`src/rtl/fmt_uart_pkg.sv`:
```
package fmt_uart_pkg;

  localparam int unsigned OSR = 16;

  localparam logic [2:0] IX_DATA = 3'd0;
  localparam logic [2:0] IX_FMT  = 3'd1;
  localparam logic [2:0] IX_DIV  = 3'd2;
  localparam logic [2:0] IX_CTL  = 3'd3;
  localparam logic [2:0] IX_STAT = 3'd4;
  localparam logic [2:0] IX_RAW  = 3'd5;
  localparam logic [2:0] IX_IEN  = 3'd6;
  localparam logic [2:0] IX_MSK  = 3'd7;

  typedef enum logic [2:0] {
    PH_IDLE,
    PH_START,
    PH_DATA,
    PH_PAR,
    PH_STOP
  } phase_t;

  typedef struct packed {
    logic [1:0] wlen;      // character length minus five
    logic       two_stop;
    logic       even;
    logic       par_en;
    logic       brk;
  } fmt_t;

endpackage

```
`src/rtl/fmt_uart_baud.sv`:
```
module fmt_uart_baud #(
  parameter int DIV_W = 12
) (
  input  logic             clk,
  input  logic             rst_n,
  input  logic             en,
  input  logic [DIV_W-1:0] div,
  output logic             tick
);

  logic [DIV_W-1:0] cnt_q, cnt_d;

  always_comb begin
    tick  = 1'b0;
    cnt_d = cnt_q;
    if (!en) begin
      cnt_d = '0;
    end else if (cnt_q == '0) begin
      tick  = 1'b1;
      cnt_d = div;
    end else begin
      cnt_d = cnt_q - 1'b1;
    end
  end

  always_ff @(posedge clk or negedge rst_n) begin
    if (!rst_n) cnt_q <= '0;
    else        cnt_q <= cnt_d;
  end

endmodule

```
`src/rtl/fmt_uart_tx.sv`:
```
module fmt_uart_tx
  import fmt_uart_pkg::*;
(
  input  logic       clk,
  input  logic       rst_n,
  input  logic       tick,
  input  fmt_t       fmt,
  input  logic       hold_full,
  input  logic [7:0] hold_data,
  output logic       take,
  output logic       line,
  output logic       busy
);

  phase_t     ph_q, ph_d;
  logic [3:0] os_q, os_d;
  logic [2:0] bit_q, bit_d;
  logic [7:0] sh_q, sh_d;
  logic       par_q, par_d;
  logic [2:0] last_bit;

  wire unused_fmt = fmt.brk;

  assign last_bit = {1'b0, fmt.wlen} + 3'd4;
  assign busy     = (ph_q != PH_IDLE);

  always_comb begin
    ph_d  = ph_q;
    os_d  = os_q;
    bit_d = bit_q;
    sh_d  = sh_q;
    par_d = par_q;
    take  = 1'b0;
    line  = 1'b1;
    case (ph_q)
      PH_IDLE: begin
        if (tick && hold_full) begin
          take  = 1'b1;
          ph_d  = PH_START;
          os_d  = 4'd0;
          sh_d  = hold_data;
          par_d = !fmt.even;
        end
      end
      PH_START: begin
        line = 1'b0;
        if (tick) begin
          os_d = os_q + 4'd1;
          if (os_q == 4'd15) begin
            ph_d  = PH_DATA;
            bit_d = 3'd0;
          end
        end
      end
      PH_DATA: begin
        line = sh_q[0];
        if (tick) begin
          os_d = os_q + 4'd1;
          if (os_q == 4'd15) begin
            par_d = par_q ^ sh_q[0];
            sh_d  = {1'b0, sh_q[7:1]};
            if (bit_q == last_bit) begin
              ph_d  = fmt.par_en ? PH_PAR : PH_STOP;
              bit_d = 3'd0;
            end else begin
              bit_d = bit_q + 3'd1;
            end
          end
        end
      end
      PH_PAR: begin
        line = par_q;
        if (tick) begin
          os_d = os_q + 4'd1;
          if (os_q == 4'd15) begin
            ph_d  = PH_STOP;
            bit_d = 3'd0;
          end
        end
      end
      PH_STOP: begin
        line = 1'b1;
        if (tick) begin
          os_d = os_q + 4'd1;
          if (os_q == 4'd15) begin
            if (fmt.two_stop && (bit_q == 3'd0)) bit_d = 3'd1;
            else                                 ph_d  = PH_IDLE;
          end
        end
      end
      default: ph_d = PH_IDLE;
    endcase
  end

  always_ff @(posedge clk or negedge rst_n) begin
    if (!rst_n) begin
      ph_q  <= PH_IDLE;
      os_q  <= '0;
      bit_q <= '0;
      sh_q  <= '0;
      par_q <= 1'b0;
    end else begin
      ph_q  <= ph_d;
      os_q  <= os_d;
      bit_q <= bit_d;
      sh_q  <= sh_d;
      par_q <= par_d;
    end
  end

endmodule

```
`src/rtl/fmt_uart_rx.sv`:
```
module fmt_uart_rx
  import fmt_uart_pkg::*;
(
  input  logic       clk,
  input  logic       rst_n,
  input  logic       tick,
  input  fmt_t       fmt,
  input  logic       rx_in,
  output logic       done,
  output logic [7:0] char_o,
  output logic       fe,
  output logic       pe,
  output logic       brk,
  output logic       idle,
  output logic       start_det
);

  phase_t     ph_q, ph_d;
  logic [3:0] os_q, os_d;
  logic [2:0] bit_q, bit_d;
  logic [7:0] dat_q, dat_d;
  logic       acc_q, acc_d;
  logic       zero_q, zero_d;
  logic [2:0] last_bit;

  wire unused_fmt = ^{fmt.brk, fmt.two_stop};

  assign last_bit = {1'b0, fmt.wlen} + 3'd4;
  assign idle     = (ph_q == PH_IDLE);
  assign char_o   = dat_q;

  always_comb begin
    ph_d      = ph_q;
    os_d      = os_q;
    bit_d     = bit_q;
    dat_d     = dat_q;
    acc_d     = acc_q;
    zero_d    = zero_q;
    done      = 1'b0;
    fe        = 1'b0;
    pe        = 1'b0;
    brk       = 1'b0;
    start_det = 1'b0;
    case (ph_q)
      PH_IDLE: begin
        if (tick && !rx_in) begin
          ph_d      = PH_START;
          os_d      = 4'd0;
          start_det = 1'b1;
        end
      end
      PH_START: begin
        if (tick) begin
          if (os_q == 4'd7) begin
            if (!rx_in) begin
              ph_d   = PH_DATA;
              os_d   = 4'd0;
              bit_d  = 3'd0;
              dat_d  = '0;
              acc_d  = 1'b0;
              zero_d = 1'b1;
            end else begin
              ph_d = PH_IDLE;
            end
          end else begin
            os_d = os_q + 4'd1;
          end
        end
      end
      PH_DATA: begin
        if (tick) begin
          os_d = os_q + 4'd1;
          if (os_q == 4'd15) begin
            dat_d[bit_q] = rx_in;
            acc_d        = acc_q ^ rx_in;
            zero_d       = zero_q & !rx_in;
            if (bit_q == last_bit) begin
              ph_d  = fmt.par_en ? PH_PAR : PH_STOP;
              bit_d = 3'd0;
            end else begin
              bit_d = bit_q + 3'd1;
            end
          end
        end
      end
      PH_PAR: begin
        if (tick) begin
          os_d = os_q + 4'd1;
          if (os_q == 4'd15) begin
            acc_d  = acc_q ^ rx_in;
            zero_d = zero_q & !rx_in;
            ph_d   = PH_STOP;
          end
        end
      end
      PH_STOP: begin
        if (tick) begin
          os_d = os_q + 4'd1;
          if (os_q == 4'd15) begin
            done = 1'b1;
            fe   = !rx_in;
            brk  = zero_q & !rx_in;
            pe   = fmt.par_en & (acc_q != !fmt.even);
            ph_d = PH_IDLE;
          end
        end
      end
      default: ph_d = PH_IDLE;
    endcase
  end

  always_ff @(posedge clk or negedge rst_n) begin
    if (!rst_n) begin
      ph_q   <= PH_IDLE;
      os_q   <= '0;
      bit_q  <= '0;
      dat_q  <= '0;
      acc_q  <= 1'b0;
      zero_q <= 1'b0;
    end else begin
      ph_q   <= ph_d;
      os_q   <= os_d;
      bit_q  <= bit_d;
      dat_q  <= dat_d;
      acc_q  <= acc_d;
      zero_q <= zero_d;
    end
  end

endmodule

```
`src/rtl/fmt_uart.sv`:
```
module fmt_uart
  import fmt_uart_pkg::*;
#(
  parameter int DIV_W   = 12,
  parameter int TO_BITS = 32
) (
  input  logic        clk,
  input  logic        rst_n,
  input  logic        reg_wr,
  input  logic        reg_rd,
  input  logic [2:0]  reg_addr,
  input  logic [15:0] reg_wdata,
  output logic [15:0] reg_rdata,
  input  logic        rxd,
  output logic        txd,
  output logic        irq
);

  localparam int RW       = 16;
  localparam int TO_TICKS = TO_BITS * OSR;
  localparam int TO_W     = $clog2(TO_TICKS);

  // reset: asserted asynchronously, released on a clock edge
  logic [1:0] rs_q;
  logic       rst_i;
  always_ff @(posedge clk or negedge rst_n) begin
    if (!rst_n) rs_q <= 2'b00;
    else        rs_q <= {rs_q[0], 1'b1};
  end
  assign rst_i = rs_q[1];

  // configuration and holding state
  fmt_t             fmt_q, fmt_d;
  logic [DIV_W-1:0] div_q, div_d;
  logic             ctl_en_q, ctl_en_d;
  logic             ctl_lbe_q, ctl_lbe_d;
  logic [3:0]       ien_q, ien_d;
  logic [7:0]       thr_q, thr_d;
  logic             thr_full_q, thr_full_d;
  logic [11:0]      rxh_q, rxh_d;
  logic             rx_full_q, rx_full_d;
  logic             rto_q, rto_d;
  logic [TO_W-1:0]  to_cnt_q, to_cnt_d;
  logic [1:0]       rxs_q;

  logic       baud_tick;
  logic       tx_take, tx_line, tx_busy;
  logic       rx_in, rx_done, rx_fe, rx_pe, rx_brk, rx_idle, rx_start;
  logic [7:0] rx_char;
  logic       wr_data, rd_data;
  logic [3:0] raw, masked;
  logic       line_out;

  wire unused_wbits = ^{reg_wdata[15:DIV_W], reg_wdata[4], reg_wdata[5]};

  assign wr_data = reg_wr && (reg_addr == IX_DATA);
  assign rd_data = reg_rd && (reg_addr == IX_DATA);

  fmt_uart_baud #(.DIV_W(DIV_W)) u_baud (
    .clk  (clk),
    .rst_n(rst_i),
    .en   (ctl_en_q),
    .div  (div_q),
    .tick (baud_tick)
  );

  fmt_uart_tx u_tx (
    .clk      (clk),
    .rst_n    (rst_i),
    .tick     (baud_tick),
    .fmt      (fmt_q),
    .hold_full(thr_full_q),
    .hold_data(thr_q),
    .take     (tx_take),
    .line     (tx_line),
    .busy     (tx_busy)
  );

  assign line_out = fmt_q.brk ? 1'b0 : tx_line;
  assign txd      = ctl_lbe_q ? 1'b1 : line_out;
  assign rx_in    = ctl_lbe_q ? line_out : rxs_q[1];

  fmt_uart_rx u_rx (
    .clk      (clk),
    .rst_n    (rst_i),
    .tick     (baud_tick),
    .fmt      (fmt_q),
    .rx_in    (rx_in),
    .done     (rx_done),
    .char_o   (rx_char),
    .fe       (rx_fe),
    .pe       (rx_pe),
    .brk      (rx_brk),
    .idle     (rx_idle),
    .start_det(rx_start)
  );

  // next-state logic
  always_comb begin
    fmt_d      = fmt_q;
    div_d      = div_q;
    ctl_en_d   = ctl_en_q;
    ctl_lbe_d  = ctl_lbe_q;
    ien_d      = ien_q;
    thr_d      = thr_q;
    thr_full_d = thr_full_q;
    rxh_d      = rxh_q;
    rx_full_d  = rx_full_q;
    rto_d      = rto_q;
    to_cnt_d   = to_cnt_q;

    if (tx_take) thr_full_d = 1'b0;

    if (reg_wr) begin
      case (reg_addr)
        IX_DATA: begin
          thr_d      = reg_wdata[7:0];
          thr_full_d = 1'b1;
        end
        IX_FMT: begin
          fmt_d.wlen     = reg_wdata[6:5];
          fmt_d.two_stop = reg_wdata[3];
          fmt_d.even     = reg_wdata[2];
          fmt_d.par_en   = reg_wdata[1];
          fmt_d.brk      = reg_wdata[0];
        end
        IX_DIV: div_d = reg_wdata[DIV_W-1:0];
        IX_CTL: begin
          ctl_en_d  = reg_wdata[0];
          ctl_lbe_d = reg_wdata[6];
        end
        IX_IEN: ien_d = {reg_wdata[3], 1'b0, reg_wdata[1:0]};
        default: ;
      endcase
    end

    if (rd_data) begin
      rx_full_d = 1'b0;
      rto_d     = 1'b0;
    end

    if (rx_done) begin
      rxh_d     = {rx_brk, rx_full_d, rx_pe, rx_fe, rx_char};
      rx_full_d = 1'b1;
      rto_d     = 1'b0;
    end

    if (rx_full_q && rx_idle && !rx_start && !rto_q && !rd_data) begin
      if (baud_tick) begin
        if (to_cnt_q == TO_W'(TO_TICKS - 1)) begin
          rto_d    = 1'b1;
          to_cnt_d = '0;
        end else begin
          to_cnt_d = to_cnt_q + 1'b1;
        end
      end
    end else begin
      to_cnt_d = '0;
    end
  end

  always_ff @(posedge clk or negedge rst_i) begin
    if (!rst_i) begin
      fmt_q      <= '0;
      div_q      <= '0;
      ctl_en_q   <= 1'b0;
      ctl_lbe_q  <= 1'b0;
      ien_q      <= '0;
      thr_q      <= '0;
      thr_full_q <= 1'b0;
      rxh_q      <= '0;
      rx_full_q  <= 1'b0;
      rto_q      <= 1'b0;
      to_cnt_q   <= '0;
      rxs_q      <= 2'b11;
    end else begin
      fmt_q      <= fmt_d;
      div_q      <= div_d;
      ctl_en_q   <= ctl_en_d;
      ctl_lbe_q  <= ctl_lbe_d;
      ien_q      <= ien_d;
      thr_q      <= thr_d;
      thr_full_q <= thr_full_d;
      rxh_q      <= rxh_d;
      rx_full_q  <= rx_full_d;
      rto_q      <= rto_d;
      to_cnt_q   <= to_cnt_d;
      rxs_q      <= {rxs_q[0], rxd};
    end
  end

  assign raw    = {rto_q, 1'b0, !thr_full_q, rx_full_q};
  assign masked = raw & ien_q;
  assign irq    = |masked;

  always_comb begin
    reg_rdata = '0;
    case (reg_addr)
      IX_DATA: reg_rdata = {4'b0, rxh_q};
      IX_FMT:  reg_rdata = {9'b0, fmt_q.wlen, 1'b0, fmt_q.two_stop,
                            fmt_q.even, fmt_q.par_en, fmt_q.brk};
      IX_DIV:  reg_rdata = {{(RW-DIV_W){1'b0}}, div_q};
      IX_CTL:  reg_rdata = {9'b0, ctl_lbe_q, 5'b0, ctl_en_q};
      IX_STAT: reg_rdata = {8'b0, !thr_full_q, 2'b0, !rx_full_q, tx_busy, 3'b0};
      IX_RAW:  reg_rdata = {12'b0, raw};
      IX_IEN:  reg_rdata = {12'b0, ien_q};
      IX_MSK:  reg_rdata = {12'b0, masked};
      default: reg_rdata = '0;
    endcase
  end

endmodule

```
`config.mk`:
```
export PLATFORM = sky130hd
export DESIGN_NAME = fmt_uart
export DESIGN_NICKNAME = d
export VERILOG_FILES = /design/src/rtl/fmt_uart_pkg.sv /design/src/rtl/fmt_uart_baud.sv /design/src/rtl/fmt_uart_tx.sv /design/src/rtl/fmt_uart_rx.sv /design/src/rtl/fmt_uart.sv
export SDC_FILE = /design/constraint.sdc
export NUM_CORES = 1
export LEC_CHECK = 0
export BUFFER_PORTS_ARGS = -buffer_cell sky130_fd_sc_hd__buf_4
export CAP_MARGIN = 30
export CORE_AREA = 2 2 142 144
export CTS_BUF_LIST = sky130_fd_sc_hd__clkbuf_16
export DETAILED_ROUTE_END_ITERATION = 12
export DIE_AREA = 0 0 144 146
export GPL_TIMING_DRIVEN = 0
export PLACE_DENSITY = 0.58
export SLEW_MARGIN = 40
export SYNTH_ARGS = -nofsm -noshare
export SYNTH_HDL_FRONTEND = slang
export SYNTH_HIERARCHICAL = 1
export SYNTH_SLANG_ARGS = --single-unit
```
`constraint.sdc`:
```
create_clock -name clk -period 6.3 [get_ports clk]
set_input_delay 1.89 -clock clk [delete_from_list [all_inputs] [get_ports clk]]
set_output_delay 1.89 -clock clk [all_outputs]
set_load 0.01 [all_outputs]
```
Word-level counts from Yosys, hierarchy flattened
Index checks and enable logic that the tools add are counted.
{"block": "totals", "reg_bits": 110, "output_inout_bits": 18, "elab_cells": 259}
{"block": "classes", "add_sub_neg": 7, "order_cmp": 2, "eq_ne": 53, "n_mux": 117, "bitwise_logic": 5, "n_reduce_logical": 46}
{"cell": "16-bit case mux with 8 select lines", "n": 1}
{"cell": "3-bit two-way mux", "n": 36}
{"cell": "8-bit two-way mux", "n": 8}
{"cell": "2-bit by 1-bit inequality test with 1-bit output (second input constant)", "n": 28}
{"cell": "1-bit two-way mux", "n": 45}
{"cell": "8-bit case mux with 2 select lines", "n": 2}
{"cell": "3-bit case mux with 5 select lines", "n": 2}
{"cell": "4-bit two-way mux", "n": 7}
{"cell": "9-bit two-way mux", "n": 3}
{"cell": "12-bit two-way mux", "n": 2}
{"cell": "3-bit by 2-bit == test with 1-bit output (second input constant)", "n": 6}
{"cell": "3-bit == test (second input constant)", "n": 6}
{"cell": "12-bit zero test", "n": 1}
{"cell": "3-bit zero test", "n": 4}
{"cell": "4-bit case mux with 3 select lines", "n": 1}
{"cell": "6-bit AND reduction", "n": 2}
{"cell": "12-bit by 1-bit subtractor with 12-bit output (second input constant)", "n": 1}
{"cell": "11-bit AND reduction", "n": 1}
{"cell": "10-bit AND reduction", "n": 1}
{"cell": "2-bit AND reduction", "n": 5}
{"cell": "9-bit by 1-bit adder with 9-bit output (second input constant)", "n": 1}
{"cell": "3-bit by 1-bit == test with 1-bit output (second input constant)", "n": 3}
{"cell": "9-bit == test (second input constant)", "n": 1}
{"cell": "1-bit logical AND", "n": 9}
{"cell": "other kinds (32)", "n": 54}

Depth between registers and ports, before layout
Gate-level depths: netlist (run 1).
{"block": "logic_depth", "depth_word": 13, "depth_mapped": 14, "mapped_depth_nobuf": 11}

Cells and area by module
Netlist (run 1), hierarchy kept.
{"mod": "fmt_uart", "n_inst": 1, "cells_each": 241, "area_each_um2": 2834.0, "seq_area_each_um2": 1478.9}
{"mod": "fmt_uart_rx", "n_inst": 1, "cells_each": 153, "area_each_um2": 1337.5, "seq_area_each_um2": 500.5}
{"mod": "fmt_uart_tx", "n_inst": 1, "cells_each": 141, "area_each_um2": 1252.5, "seq_area_each_um2": 475.5}
{"mod": "fmt_uart_baud", "n_inst": 1, "cells_each": 74, "area_each_um2": 728.2, "seq_area_each_um2": 300.3}

Worst setup path after synthesis (run 1)
No wires, ideal clock.
{"block": "synth_timing", "path_type": "input -> output", "startpoint": "input reg_addr[1]", "endpoint": "output reg_rdata[1]", "arrival_ns": 2.859, "slack_ns": 1.551, "stages": 6, "n_path_buf": 2, "path_cell_list": "buf_2 -> buf_2 -> mux2i_1 -> nor2_1 -> a311oi_1 -> a21oi_1"}
{"block": "synth_via", "elab_chain_cells": 2, "elab_cells_between_ends": 9, "classes_between": "eq/ne (7); mux (1); reduce/logical (1)"}
{"item": "from (decl)", "line_no": "fmt_uart.sv:11", "text": "input logic [2:0] reg_addr,"}
{"item": "3-bit == test (tied with other cells)", "line_no": "fmt_uart.sv:198", "text": "case (reg_addr)"}
{"item": "16-bit case mux with 8 select lines (*)", "line_no": "fmt_uart.sv:198"}
{"item": "to (decl)", "line_no": "fmt_uart.sv:13", "text": "output logic [15:0] reg_rdata,"}
Mark *: on every way between the ends. The rest lies on a longest branch, timed or not. The select of a mux whose other input is x is not followed.

Worst setup path after layout (run 1)
{"block": "layout_timing", "startpoint": "input reg_addr[1]", "endpoint": "output reg_rdata[3]"}
The elaborated chain is that of the path after synthesis.

==> flow_metrics.env, run 1 <==
export IMPL_drive_gt1_share_pct=22.9
export IMPL_fin_setup_tns_ns=0
export IMPL_syn_area_per_cell_um2=10.1
export IMPL_clock_sinks=110
export IMPL_synthesis_area_um2=6150
export IMPL_relSlewSlack_pct=57.6
export IMPL_cts_htree_levels=3
export IMPL_ys_ff_latch=110
export IMPL_skew_ns=0.00665
export IMPL_worst_pin_slew_ns=0.629
export IMPL_place_inst=912
export IMPL_grt_use_total_pct=14.6
export IMPL_finalNetCount=691
export IMPL_post_cts_resized=0
export IMPL_reg2reg_depth=13
export IMPL_ys_types=80
export IMPL_yosysSeqAreaShare_pct=44.8
export IMPL_grt_max_degree=42
export IMPL_die_x_um=144
export IMPL_crit_path_start_kind="input port"
export IMPL_cp_arrival_ns=3.22
export IMPL_ys_warn_count=6
export IMPL_postCtsSetupBuffers=0
export IMPL_wl_um=14900
export IMPL_die_area_um2=21000
export IMPL_slew_violations=0
export IMPL_cts_inserted_buffers=9
export IMPL_r2r_end="rxh_q[5]$_DFFE_PN0P_"
export IMPL_synthFlopType="dfrtp_1"
export IMPL_rsz0062_at_grt="false"
export IMPL_cts_hold_fix_buffers=0
export IMPL_setup_viol_count_final=0
export IMPL_gp_congestion=0.838
export IMPL_leakagePower_uw=0.00315
export IMPL_fin_ws_ns=1.19
export IMPL_endpoint_kind="output port"
export IMPL_first_pass_iters=4
export IMPL_io_pins=42
export IMPL_crit_type="input port to output port"
export IMPL_power_uw=2350
export IMPL_final_antenna_net_count=0
export IMPL_cts_tree="yes"
export IMPL_cp_max_fo=10
export IMPL_reg2reg_slack_ns=2.20
export IMPL_synth_cells=609
export IMPL_powerDensity_nw_per_um2=329
export IMPL_finalNonFillerCells=928
export IMPL_cap_violations=0
export IMPL_max_vdd_ir_drop_mv=0.140
export IMPL_rows=51
export IMPL_vias=4667
export IMPL_status="completed"
export IMPL_hpwl_um=11000
export IMPL_crit_buf_inv=3
export IMPL_synth_edf_count=0
export IMPL_root_buffer="clkbuf_16"
export IMPL_start_util_pct=31.8
export IMPL_period_share_pct=81.2
export IMPL_path_cells="buf_2, buf_2, nor3b_1, a211oi_1, a31oi_1, a21oi_1, buf_4"
export IMPL_finalCriticalPeriod_ns=5.11
export IMPL_grt_pass1_wl_um=24000
export IMPL_drc=0
export IMPL_dieHeight_um=146
export IMPL_clk_latency_ns=0.35
export IMPL_grt_remaining_overflow=0
export IMPL_hold_slack_ns=0.183
export IMPL_grt_pass1_vias=4452
export IMPL_cp_common_cell="buf_2"
export IMPL_cts_buffer_depth=2
export IMPL_critPathTopFamily="buffers and inverters"
export IMPL_grt_antenna_before_repair=0
export IMPL_hold_class="register to asynchronous set/reset pin"
export IMPL_drt_iter0_drc=273
export IMPL_cpMaxStageDelayCell="buf_2"
export IMPL_place_ws_ns=1.16
export IMPL_r2r_start="u_baud/cnt_q[0]$_DFF_PN0_"
export IMPL_fmax_ghz=0.196
export IMPL_core_um2=19300
export IMPL_io_buffers=32
export IMPL_cp_slowest_stage_delay_ns=0.30
export IMPL_worstPathRequired_ns=4.41
export IMPL_diodes=0
export IMPL_area_growth_pct=16.1
export IMPL_routed_via_density=5.03
export IMPL_wl_per_cell_um=16.0
export IMPL_hold_viol=0
export IMPL_async_flop_share_pct=100
export IMPL_clk_pin_slew_worst_paths_ns=0.07
==> worst register-to-register path, stage by stage (launching register included) <==
cell	delay, ns
dfrtp_1	0.43
inv_1	0.10
ha_1	0.19
nor2b_1	0.34
nand4_4	0.23
buf_6	0.22
nor2_2	0.48
buf_2	0.33
and4_1	0.28
nand3_1	0.16
inv_1	0.09
clkbuf_1	0.27
clkbuf_1	0.46
mux2_2	0.40
==> sequential cells by signal, summed over array words and instances, names as in the netlist, 2 cells and up <==
signal	cells
ien_q	3
u_rx/ph_q	3
u_tx/os_q	4
rxh_q	12
u_tx/sh_q	8
rxs_q	2
u_tx/ph_q	3
to_cnt_q	9
u_rx/os_q	4
u_tx/bit_q	3
fmt_q	6
u_rx/bit_q	3
rs_q	2
div_q	12
u_rx/char_o	8
u_baud/cnt_q	12
thr_q	8
==> worst max-delay path by stage <==
stage,slack (ns),end,from,cells past startpoint
floorplan,1.55,reg_rdata[1],reg_addr[1],6
global placement,1.18,reg_rdata[3],reg_addr[1],7
detailed placement,1.16,reg_rdata[3],reg_addr[1],7
CTS,1.16,reg_rdata[3],reg_addr[1],7
global route,1.11,reg_rdata[3],reg_addr[0],6
finish,1.19,reg_rdata[3],reg_addr[1],7
==> cells in the final DEF (no fill, tap or decap), drive strengths merged, types with 4 or more instances in the layout <==
master and n:
o21ai 41, or3b 4, mux2 45, clkinv 4
a31oi 6, nand2 39, nor2 56, nor3 13
a211oi 8, inv 22, clkbuf 20, nor3b 8
mux2i 19, nand3b 5, or3 4, o31ai 4
a22oi 5, a22o 9, ha 9, dfrtp 108
buf 63, and3 7, nand3 14, nand2b 6
conb 5, nor2b 14, a21oi 42, xnor2 8
nand4 5, o22ai 4, a21o 7, xor2 5
==> logic make-up after synthesis <==
group                      share of synthesized area, %
adders and majority gates                          1.83
and+or+nand+nor                                    18.1
DFF                                                44.8
muxes                                              12.3
other                                             0.122
xor gates and xnor gates                           1.85
AOI/OAI and AO/OA                                  16.0
buffers and inverters                              5.00
==> cell type report <==
type / instances / area, µm²
timing repair buffer: 35 / 300
multi-input combinational: 441 / 3110
tap: 265 / 332
inverter: 22 / 82.6
buffer: 39 / 225
clock inverter: 7 / 113
sequential: 110 / 2760
clock buffer: 9 / 225
fill: 1945 / 12200
==> synthesized netlist by cell type, types with 4 or more instances <==
cell type    n  area share (%)
nor2_1      56             3.4
dfrtp_1    108              44
nand3b_1     5            0.61
o22ai_1      4            0.41
xnor2_1      8             1.1
o21ai_0     41             3.3
o31ai_1      4            0.49
a22oi_1      5            0.61
a21oi_1     40             3.3
and3_1       6            0.61
nand3_1     14             1.1
buf_4        8            0.98
buf_6        4            0.73
nand4_1      4            0.41
mux2_2      43             7.9
nand2b_1     6            0.61
clkbuf_1    11            0.67
a21o_1       6            0.73
nor3_1      12            0.98
nor3b_1      6            0.73
a211oi_1     8            0.98
or3_1        4            0.41
xor2_1       5            0.71
inv_1       22             1.3
a22o_1       9             1.3
nand2_1     39             2.4
ha_1         9             1.8
nor2b_1     14             1.4
a31oi_1      6            0.61
mux2i_1     18             2.9
buf_2       15             1.2
==> power breakdown <==
part / switching [µW] / internal, µW
Combinational: 405 / 334
Clock: 259 / 387
Sequential: 134 / 831
==> stage by stage <==
stage / instance area (µm²) / utilization [%]
after floorplan: 6160 / -
after global routing: 7150 / 37.0
after CTS: 7150 / 37.0
after detailed placement: 6810 / 35.2
after global placement: 6740 / 34.8
final: 7150 / 37.0
==> routing by layer <==
| metal | track usage [%] | vias to the layer above | share of wire [%] |
|---|---|---|---|
| met5 | 0 | - | 0 |
| met4 | 3.48 | 0 | 1.1 |
| met2 | 22.9 | 69 | 48 |
| met1 | 20.7 | 2300 | 48 |
| met3 | 2.86 | 11 | 3.0 |
| li1 | - | 2287 | - |
Note: power is estimated with default switching activity, not from simulation.
==> inputs of run 2 (changes only) <==
--- a/config.mk
+++ b/config.mk
@@ -5,12 +5,13 @@
 export SDC_FILE = /design/constraint.sdc
 export NUM_CORES = 1
 export LEC_CHECK = 0
+export ABC_AREA = 1
 export BUFFER_PORTS_ARGS = -buffer_cell sky130_fd_sc_hd__buf_4
 export CAP_MARGIN = 30
-export CORE_AREA = 2 2 142 144
+export CORE_AREA = 2 2 146 148
 export CTS_BUF_LIST = sky130_fd_sc_hd__clkbuf_16
 export DETAILED_ROUTE_END_ITERATION = 12
-export DIE_AREA = 0 0 144 146
+export DIE_AREA = 0 0 148 150
 export GPL_TIMING_DRIVEN = 0
 export PLACE_DENSITY = 0.58
 export SLEW_MARGIN = 40
==> constraint.sdc (replaced) <==
create_clock -name clk -period 4.8 [get_ports clk]
set_input_delay 1.44 -clock clk [delete_from_list [all_inputs] [get_ports clk]]
set_output_delay 1.44 -clock clk [all_outputs]
set_load 0.01 [all_outputs]
==> run 2 against run 1 <==
Register-to-register slack lost 0.78 ns; final cell count is 25% higher; sequential cell count did not move; die area is 5.6% higher; global-route usage is 0.27 points higher; clock-buffer cell count stayed put; power increased by 43%; non-clock buffer count decreased by 19; hold slack gained 0.12 ns; final area increased by 3.0%; critical endpoint is now reg_rdata[6].
==> flow_metrics.env, run 2 <==
export IMPL_place_ws_ns=0.817
export IMPL_cts_htree_levels=3
export IMPL_cpMaxStageDelayCell="buf_4"
export IMPL_die_area_um2=22200
export IMPL_start_util_pct=31.2
export IMPL_ys_warn_count=6
export IMPL_clock_sinks=110
export IMPL_met2_usage_pct=24.4
export IMPL_grt_busiest_layer="met2"
export IMPL_skew_ns=0.0103
export IMPL_layout_common_cells="nand2_1 (249), dfrtp_1 (107), inv_1 (87), nor2_1 (73), nand3_1 (59)"
export IMPL_hpwl_um=11800
export IMPL_finalCriticalPeriod_ns=3.97
export IMPL_largest_registers="div_q (12), rxh_q (12), u_baud/cnt_q (12)"
export IMPL_routed_via_density=4.57
export IMPL_met3_usage_pct=2.65
export IMPL_synth_top_cells_by_count="nand2_1 (249), dfrtp_1 (108), inv_1 (87)"
export IMPL_status="completed"
export IMPL_cts_buffer_depth=2
export IMPL_hold_viol=0
export IMPL_clk_pin_slew_worst_paths_ns=0.07
export IMPL_core_um2=20700
export IMPL_fin_ws_ns=0.830
export IMPL_drt_iter0_drc=278
export IMPL_relSlewSlack_pct=44.5
export IMPL_cts_inserted_buffers=9
export IMPL_first_pass_iters=5
export IMPL_setup_viol_count_final=0
export IMPL_synth_area_leaders="dfrtp_1 (42%), nand2_1 (14%), inv_1 (5.1%)"
export IMPL_io_pins=42
export IMPL_drc=0
export IMPL_leakagePower_uw=0.00371
export IMPL_wl_um=15700
export IMPL_clk_latency_ns=0.37
export IMPL_crit_path_start_kind="input port"
export IMPL_final_antenna_net_count=0
export IMPL_regArea_um2=2760
export IMPL_dieHeight_um=150
export IMPL_synth_top_area_share_pct=41.9
export IMPL_postCtsSetupBuffers=0
export IMPL_layout_commonest_cell="nand2_1"
export IMPL_endpoint_kind="output port"
export IMPL_synth_cells=837
export IMPL_area_growth_pct=14.1
export IMPL_root_buffer="clkbuf_16"
export IMPL_drive_gt1_share_pct=18.1
export IMPL_crit_type="input port to output port"
export IMPL_worstPathRequired_ns=3.36
export IMPL_vias=5322
export IMPL_final_area_um2=7360
export IMPL_hold_slack_ns=0.307
export IMPL_post_dp_cell_area_um2=7090
export IMPL_synth_edf_count=0
export IMPL_post_cts_resized=0
export IMPL_place_inst=1148
export IMPL_grt_max_degree=41
export IMPL_cp_arrival_ns=2.53
export IMPL_fillers=2216
export IMPL_die_x_um=148
export IMPL_met1_usage_pct=20.2
export IMPL_worst_pin_slew_ns=0.823
export IMPL_ys_ff_latch=110
export IMPL_rsz0062_at_grt="false"
export IMPL_fmax_ghz=0.252
export IMPL_grt_pass1_vias=5024
export IMPL_cts_hold_fix_buffers=0
export IMPL_cap_violations=0
export IMPL_fin_util_pct=35.6
export IMPL_ys_types=47
export IMPL_grt_pass1_wl_um=25800
export IMPL_multi_input_area_um2=3130
export IMPL_io_buffers=31
export IMPL_max_vdd_ir_drop_mv=0.172
export IMPL_slew_violations=0
export IMPL_wl_per_cell_um=13.5
export IMPL_hold_class="register to asynchronous set/reset pin"
export IMPL_cts_tree="yes"
export IMPL_synthesis_area_um2=6450
export IMPL_yosysSeqAreaShare_pct=42.7
export IMPL_syn_area_per_cell_um2=7.71
export IMPL_gp_congestion=0.791
export IMPL_synthFlopType="dfrtp_1"
export IMPL_grt_remaining_overflow=0
export IMPL_async_flop_share_pct=100
export IMPL_synth_most_common_cell="nand2_1"
export IMPL_cp_max_fo=10
export IMPL_finalNetCount=917
export IMPL_grt_antenna_before_repair=0
export IMPL_path_cells="buf_2, inv_2, nand2_2, inv_4, buf_6, nand2_1, o2111ai_1, buf_4"
export IMPL_powerDensity_nw_per_um2=455
export IMPL_rows=53
export IMPL_finalNonFillerCells=1164
export IMPL_cp_slowest_stage_delay_ns=0.19
export IMPL_diodes=0
export IMPL_grt_use_total_pct=14.9
export IMPL_period_share_pct=82.7
export IMPL_synth_largest_area_cell="dfrtp_1"
==> run 2: path summary, 6_finish.rpt <==
check / startpoint / end / slack, ns / cells past startpoint
max: reg_addr[2] / reg_rdata[6] / 0.83 / 8
min: rs_q[1]$_DFF_PN0_ / u_tx/os_q[1]$_DFFE_PN0P_ / 0.31 / 0
max reg2reg: u_tx/ph_q[2]$_DFFE_PN0P_ / to_cnt_q[0]$_DFFE_PN0P_ / 1.42 / 17
min reg2reg: rs_q[1]$_DFF_PN0_ / u_tx/os_q[1]$_DFFE_PN0P_ / 0.31 / 0
max in group asynchronous: rs_q[1]$_DFF_PN0_ / u_rx/char_o[7]$_DFFE_PN0P_ / 3.65 / 2
min in group clk: rs_q[0]$_DFF_PN0_ / rs_q[1]$_DFF_PN0_ / 0.35 / 0
==> run 2: through the flow <==
step | setup TNS, ns | power (µW)
6_report | 0 | 3350
4_1_cts | 0 | 3380
3_5_place_dp | 0 | 2640
2_1_floorplan | 0 | 2300
5_1_grt | 0 | 3630
3_3_place_gp | -5.96 | 2620
==> run 2: power by group <==
part | internal, µW | leakage [µW] | switching, µW
Combinational | 482 | 0.00217 | 887
Clock | 354 | 0.000130 | 368
Sequential | 1090 | 0.00140 | 167
Total | 1930 | 0.00371 | 1420
==> run 2: layout make-up <==
type                    count  area share, %
multi-input cells         606           42.5
flip-flops and latches    110           37.5
inverters                 102           5.41
well taps                 275           4.67
repair buffers             33           3.71
clock buffers               9           3.06
plain buffers              22           2.50
clock inverters             7          0.646
==> run 2: cells by family (layout without fill, tap and decap cells) <==
| kind of cell | after synthesis | in the layout | share of synthesized area (%) |
|---|---|---|---|
| DFF | 110 | 110 | 42.7 |
| other | 2 | 5 | 0.116 |
| adders and majority gates | 9 | 9 | 1.74 |
| xor gates and xnor gates | 11 | 11 | 1.49 |
| AOI/OAI and AO/OA | 109 | 109 | 10.2 |
| buffers and inverters | 124 | 173 | 9.02 |
| muxes | 7 | 7 | 1.09 |
| and+or+nand+nor | 465 | 465 | 33.7 |
==> run 2: per-layer routing <==
| metal | routed length (µm) | vias to the layer above | part of all wire (%) |
|---|---|---|---|
| met5 | 0 | - | 0 |
| met4 | 184 | 0 | 1.2 |
| met3 | 428 | 13 | 2.7 |
| met2 | 7470 | 65 | 48 |
| met1 | 7590 | 2480 | 48 |
| li1 | - | 2764 | - |
==> run 2: critical path, delay by kind of cell <==
kind	cells	cell delay, ns
buffers and inverters	5	0.78
AND/OR/NAND/NOR	2	0.17
AO/OA/AOI/OAI	1	0.14
